===== config.mk =====
export PLATFORM = sky130hd
export DESIGN_NAME = blklk_ctrl
export DESIGN_NICKNAME = d
export VERILOG_FILES = /design/src/rtl/blklk_pkg.sv /design/src/rtl/blklk_seq.sv /design/src/rtl/blklk_cell.sv /design/src/rtl/blklk_ctrl.sv
export SDC_FILE = /design/constraint.sdc
export NUM_CORES = 1
export LEC_CHECK = 0
export BUFFER_PORTS_ARGS = -buffer_cell sky130_fd_sc_hd__buf_2
export CAP_MARGIN = 20
export CORE_ASPECT_RATIO = 0.6
export CORE_MARGIN = 2
export CORE_UTILIZATION = 59
export DETAILED_ROUTE_END_ITERATION = 16
export GPL_TIMING_DRIVEN = 0
export PLACE_DENSITY = 0.85
export SLEW_MARGIN = 20
export SYNTH_ARGS = -nofsm -noshare
export SYNTH_HDL_FRONTEND = slang
export SYNTH_SLANG_ARGS = --single-unit

===== constraint.sdc =====
create_clock -name clk -period 5.5 [get_ports clk]
set_input_delay 1.1 -clock clk [delete_from_list [all_inputs] [get_ports clk]]
set_output_delay 1.1 -clock clk [all_outputs]
set_load 0.005 [all_outputs]

===== src/rtl/blklk_pkg.sv =====
package blklk_pkg;

  localparam logic [7:0] CMD_SETUP  = 8'h60;
  localparam logic [7:0] CMD_LOCK   = 8'h01;
  localparam logic [7:0] CMD_UNLOCK = 8'hD0;
  localparam logic [7:0] CMD_LDOWN  = 8'h2F;

  typedef enum logic [1:0] {
    OP_NONE   = 2'd0,
    OP_LOCK   = 2'd1,
    OP_UNLOCK = 2'd2,
    OP_LDOWN  = 2'd3
  } lk_op_e;

  // Map the byte following setup to an action; OP_NONE marks a bad confirm.
  function automatic lk_op_e decode_confirm(input logic [7:0] b);
    case (b)
      CMD_LOCK:   return OP_LOCK;
      CMD_UNLOCK: return OP_UNLOCK;
      CMD_LDOWN:  return OP_LDOWN;
      default:    return OP_NONE;
    endcase
  endfunction

  // Unlock is refused on fused blocks, and on locked-down blocks unless overridden.
  function automatic logic unlock_allowed(input logic ldn, input logic otp,
                                          input logic wp);
    return !otp && (!ldn || wp);
  endfunction

endpackage


===== src/rtl/blklk_seq.sv =====
module blklk_seq
  import blklk_pkg::*;
(
  input  logic       clk,
  input  logic       rst_n,
  input  logic       wr_valid,
  input  logic [7:0] wr_data,
  output logic       cmd_fire,
  output lk_op_e     cmd_op,
  output logic       bad_confirm
);

  logic   armed;
  lk_op_e conf_op;

  always_ff @(posedge clk) begin
    if (!rst_n) begin
      armed <= 1'b0;
    end else if (wr_valid) begin
      armed <= armed ? 1'b0 : (wr_data == CMD_SETUP);
    end
  end

  always_comb begin
    conf_op     = decode_confirm(wr_data);
    cmd_op      = conf_op;
    cmd_fire    = wr_valid && armed && (conf_op != OP_NONE);
    bad_confirm = wr_valid && armed && (conf_op == OP_NONE);
  end

endmodule


===== src/rtl/blklk_cell.sv =====
module blklk_cell
  import blklk_pkg::*;
(
  input  logic   clk,
  input  logic   rst_n,
  input  logic   sel,
  input  lk_op_e op,
  input  logic   wp,
  input  logic   wp_fall,
  input  logic   otp,
  output logic   lock_q,
  output logic   ldn_q
);

  logic lock_n, ldn_n;

  always_comb begin
    lock_n = lock_q;
    ldn_n  = ldn_q;
    if (sel) begin
      case (op)
        OP_LOCK:   lock_n = 1'b1;
        OP_LDOWN:  begin lock_n = 1'b1; ldn_n = 1'b1; end
        OP_UNLOCK: if (unlock_allowed(ldn_q, otp, wp)) lock_n = 1'b0;
        default:   ;
      endcase
    end
    if (wp_fall && ldn_n) lock_n = 1'b1;
  end

  always_ff @(posedge clk) begin
    if (!rst_n) begin
      lock_q <= 1'b1;
      ldn_q  <= 1'b0;
    end else begin
      lock_q <= lock_n;
      ldn_q  <= ldn_n;
    end
  end

endmodule


===== src/rtl/blklk_ctrl.sv =====
module blklk_ctrl
  import blklk_pkg::*;
#(
  parameter  int NBLK = 16,
  localparam int BW   = (NBLK > 1) ? $clog2(NBLK) : 1
) (
  input  logic            clk,
  input  logic            rst_n,
  input  logic            wr_valid,
  input  logic [7:0]      wr_data,
  input  logic [BW-1:0]   wr_blk,
  input  logic            wp,
  input  logic [NBLK-1:0] otp_fuse,
  input  logic            op_req,
  input  logic [BW-1:0]   op_blk,
  output logic            op_ok,
  input  logic [BW-1:0]   stat_blk,
  output logic [1:0]      stat_bits,
  input  logic            err_clr,
  output logic            seq_err,
  output logic            lock_err
);

  logic [NBLK-1:0] lock_vec, ldn_vec, eff_lock;
  logic            wp_q, wp_fall;
  logic            cmd_fire, bad_confirm, deny_evt;
  lk_op_e          cmd_op;

  blklk_seq u_seq (
    .clk         (clk),
    .rst_n       (rst_n),
    .wr_valid    (wr_valid),
    .wr_data     (wr_data),
    .cmd_fire    (cmd_fire),
    .cmd_op      (cmd_op),
    .bad_confirm (bad_confirm)
  );

  for (genvar g = 0; g < NBLK; g++) begin : g_blk
    blklk_cell u_cell (
      .clk     (clk),
      .rst_n   (rst_n),
      .sel     (cmd_fire && (wr_blk == BW'(g))),
      .op      (cmd_op),
      .wp      (wp),
      .wp_fall (wp_fall),
      .otp     (otp_fuse[g]),
      .lock_q  (lock_vec[g]),
      .ldn_q   (ldn_vec[g])
    );
  end

  always_ff @(posedge clk) begin
    if (!rst_n) wp_q <= 1'b0;
    else        wp_q <= wp;
  end

  always_comb begin
    wp_fall   = wp_q && !wp;
    eff_lock  = lock_vec | otp_fuse;
    op_ok     = !eff_lock[op_blk];
    deny_evt  = op_req && !op_ok;
    stat_bits = {ldn_vec[stat_blk], eff_lock[stat_blk]};
  end

  always_ff @(posedge clk) begin
    if (!rst_n) begin
      seq_err  <= 1'b0;
      lock_err <= 1'b0;
    end else begin
      seq_err  <= (seq_err  && !err_clr) || bad_confirm;
      lock_err <= (lock_err && !err_clr) || deny_evt;
    end
  end

endmodule


### After elaboration in Yosys (flattened, before gate mapping)

Cells that the tools add are included.

| storage, ports and cells | value |
|---|---|
| bits of input ports | 42 |
| register bits | 36 |
| word-level logic and storage cells | 295 |

| cells by class | value |
|---|---|
| $lt $le $gt $ge | 2 |
| equality and inequality tests | 38 |
| multiplexer cells | 72 |
| reductions and logical operators | 145 |
| bitwise logic cells | 2 |

Operators by type and width:

| cell | number |
|---|---|
| $logic_and A1 B1 Y1 | 55 |
| $mux W1 | 52 |
| $reduce_and A3 Y1 | 16 |
| $logic_not A1 Y1 | 35 |
| $reduce_or A2 Y1 | 17 |
| $eq A4 B4 Y1 const B | 8 |
| $ne A2 B1 Y1 const B | 16 |
| $pmux W1 S2 | 16 |
| $logic_or A1 B1 Y1 | 18 |
| $eq A4 B3 Y1 const B | 4 |
| $or A16 B16 Y16 | 1 |
| $bmux W1 S4 | 3 |
| $lt A4 B5 Y1 const B | 2 |
| $eq A4 B2 Y1 const B | 2 |
| $eq A8 B1 Y1 const B | 1 |
| $eq A8 B6 Y1 const B | 1 |
| $eq A8 B7 Y1 const B | 1 |
| $eq A8 B8 Y1 const B | 1 |
| $pmux W2 S3 | 1 |
| $eq A2 B2 Y1 const B | 2 |
| $eq A4 B1 Y1 const B | 1 |
| $logic_not A4 Y1 | 1 |
| $reduce_bool A2 Y1 | 2 |
| $eq A2 B1 Y1 const B | 1 |
| other kinds (2) | 2 |

### Logic depth before layout (Yosys ltp)

| logic depth | value |
|---|---|
| word-level depth | 8 |
| gate-level depth with buffers | 7 |

### By module

From an unflattened synthesis, not the netlist that was laid out.

| second synthesis, totals | value |
|---|---|
| cell total of the unflattened synthesis | 256 |
| area, all modules | 2,179.6 µm² |

Modules (own cells, without submodules):

| module | sequential area each (µm²) | instances | cells an instance | area an instance (µm²) |
|---|---|---|---|---|
| blklk_cell | 40.0 | 16 | 9 | 82.6 |
| blklk_ctrl | 60.1 | 1 | 93 | 705.7 |
| blklk_seq | 20.0 | 1 | 19 | 152.6 |

### Worst setup path before layout

OpenSTA, ideal clock, no wires.

| timing | value |
|---|---|
| kind | input -> output |
| start | input port stat_blk[0] |
| end | output port stat_bits[1] |
| setup slack | 2.133 ns |
| path buffers | 1 |
| data arrival time | 2.267 ns |
| data required time | 4.400 ns |
| cell stages on the path | 3 |
| path through | buf_2 > mux4_2 > mux4_2 |

| on the way | value |
|---|---|
| word-level cells in the longest chain between the ends | 2 |

Ends and longest elaborated chain:

| element | line | RTL |
|---|---|---|
| start, declared | blklk_ctrl.sv:17 | `input logic [BW-1:0] stat_blk,` |
| $bmux W1 S4 | blklk_ctrl.sv:63 | `stat_bits = {ldn_vec[stat_blk], eff_lock[stat_blk]};` |
| $mux W1 (not written as such) | blklk_ctrl.sv:63 |  |
| end, declared | blklk_ctrl.sv:18 | `output logic [1:0] stat_bits,` |

Every way passes these cells. The select of a mux whose other input is x is not followed.

### Worst setup path after layout

Same ends and word-level chain as after synthesis.

==> impl_metrics.tcl <==
set metrics [dict create \
    status "finished, final reports clean" \
    slowest_stage "mux4_2" \
    track_usage_pct 34.4 \
    final_cell_mix "buf_2, dfxtp_1, a21oi_1, nor2_1" \
    hold_viol 0 \
    start_util_pct 61.1 \
    syn_area_um2 2220 \
    slew_headroom_pct 63.6 \
    routabilityCongestion 0.887 \
    clk_pin_slew_ns 0.07 \
    antenna_found_initial 0 \
    fmax_ghz 0.268 \
    drv_slew 0 \
    cts_num_sinks 36 \
    routed_wirelength_mm 7.07 \
    clock_latency_ns 0.30 \
    grt_pass1_wl_mm 11.2 \
    die-area_um2 4290 \
    worst_pin_slew_ns 0.547 \
    via_per_inst 6.79 \
    drt_iter0_drc 308 \
    syn_nets 309 \
    drive_gt1_share_pct 21.9 \
    maxCapViolCount 0 \
    yosysWarnings 0 \
    layout_min_cycle_time_ns 3.73 \
    dr.pass1.iters 5 \
    finalClockSkew_ns 0.00379 \
    cp_common_cell "buf_2" \
    max-vdd-ir-drop_mv 0.163 \
    power.density_nw_per_um2 225 \
    overflow 0 \
    crit_type "in2out" \
    cts_hold_buf 0 \
    coreArea_um2 3640 \
    tns_ns 0 \
    hold_slack_ns 0.484 \
    portBuffers 44 \
    ctsResizeCount 0 \
    grt_max_degree 12 \
    cpPeakStageDelay_ns 0.54 \
    synth_edf_count 0 \
    finalSetupViolCount 0 \
    grt_pass1_vias 2207 \
    crit_path_cell_trace "buf_2, buf_2, mux4_2, mux4_2, buf_2" \
    rsz0062_at_grt "false" \
    hold_class "reg2reg" \
    clock_path_buffers 2 \
    yosysSeqAreaShare_pct 32.5 \
    async_reset_ff_share_pct 0 \
    wl_per_cell_um 19.3 \
    post_cts_buffers 0 \
    fp-row-count 17 \
    die_h_um 51.5 \
    num-nets-final 360 \
    num_vias 2484 \
    cp-start-kind "primary input" \
    io_pins 47 \
    path_max_fanout 10 \
    cp.required_ns 4.40 \
    die_w_um 83.2 \
    antenna_cells 0 \
    synth.avg_cell_area_um2 8.32 \
    syn_inst 267 \
    area_growth_pct 18.3 \
    dp_hpwl_mm 5.30 \
    cp.arrival_ns 2.63 \
    drc 0 \
    ys_dominant_reg_cell "dfxtp_1" \
    final_common_cell "buf_2" \
    cts_tree "done" \
    min_period_over_period_pct 67.9 \
    ctsRootBufferMaster "clkbuf_8" \
    p_leak_nw 0.910 \
    ys_types 48 \
    cts_buffers 5 \
    drtAntennaViolNets 0 \
    synth-seq-cells 36 \
    ctsHtreeMaxLevel 2 \
    critical_path.endpoint_type "primary output" \
]
## power breakdown
part	internal [mW]	total [mW]	switching [mW]
logic	0.0274	0.0692	0.0417
clock network	0.160	0.260	0.100
registers	0.261	0.262	0.000441
## layer usage
layer	routed length, um	track usage [%]	vias to the layer above	part of all wire, %
li1	-	-	1129	-
met1	2910	47.8	1118	41
met2	2820	47.2	219	40
met3	1200	14.1	18	17
met4	138	13.9	0	2.0
met5	0	0	-	0
## worst paths after layout
kind	from	end	slack [ns]	cells after the start
max	stat_blk[0]	stat_bits[1]	1.77	5
min	g_blk[13].u_cell.lock_q	g_blk[13].u_cell.lock_q	0.48	2
max reg2reg	u_seq.armed	g_blk[2].u_cell.lock_q	3.70	6
min reg2reg	g_blk[13].u_cell.lock_q	g_blk[13].u_cell.lock_q	0.48	2
## cell families (layout without fill, tap and decap cells)
family | after synthesis | after routing | share of synthesized area [%]
flops | 36 | 36 | 32.5
compound gates | 96 | 96 | 28.7
buf+inv | 15 | 67 | 2.70
mux | 6 | 6 | 6.08
simple gates | 114 | 114 | 30.0
## cell usage after synthesis (all sizes together), types with 5 or more instances
cell,count,area [um^2]
a21oi,27,146
nand3,11,55.1
a21o,11,82.6
nor2b,16,100
nor3,14,75.1
dfxtp,36,721
clkbuf,9,33.8
nand4,5,31.3
o31ai,8,60.1
nand2,16,60.1
mux4,6,135
nor4b,5,43.8
o21a,5,37.5
o2111ai,5,43.8
o21ai,19,95.1
nor2,19,78.8
## metrics by stage
| stage | utilization (%) | cell area (um^2) | instances | setup WS, ns | total power [mW] |
|---|---|---|---|---|---|
| 6_report | 72.2 | 2630 | 366 | 1.77 | 0.591 |
| 5_1_grt | 72.2 | 2630 | 366 | 1.70 | 0.606 |
| 4_1_cts | 72.2 | 2630 | 366 | 1.78 | 0.588 |
| 3_5_place_dp | 68.7 | 2500 | 358 | 1.78 | 0.335 |
| 3_3_place_gp | 68.7 | 2500 | 358 | 1.78 | 0.333 |
| 2_1_floorplan | - | 2220 | 267 | 2.13 | 0.300 |
## registers in the layout (all words and copies together), names as in the netlist
name                 cells
u_seq.armed              1
g_blk.u_cell.lock_q     16
wp_q                     1
lock_err                 1
seq_err                  1
g_blk.u_cell.ldn_q      16
## worst max-delay path, delay by kind of cell
family / cells / cell delay [ns]
buffers and inverters: 3 / 0.50
multiplexers: 2 / 1.03
## layout make-up
cell class | count | area [um^2]
Sequential cell | 36 | 721
Inverter | 2 | 7.51
Fill cell | 291 | 1010
Tap cell | 47 | 58.8
Multi-Input combinational cell | 216 | 1440
Buffer | 13 | 52.6
Clock buffer | 7 | 96.3
Clock inverter | 1 | 30.0
Timing Repair Buffer | 44 | 220
Power figures use the tool's default switching activity.
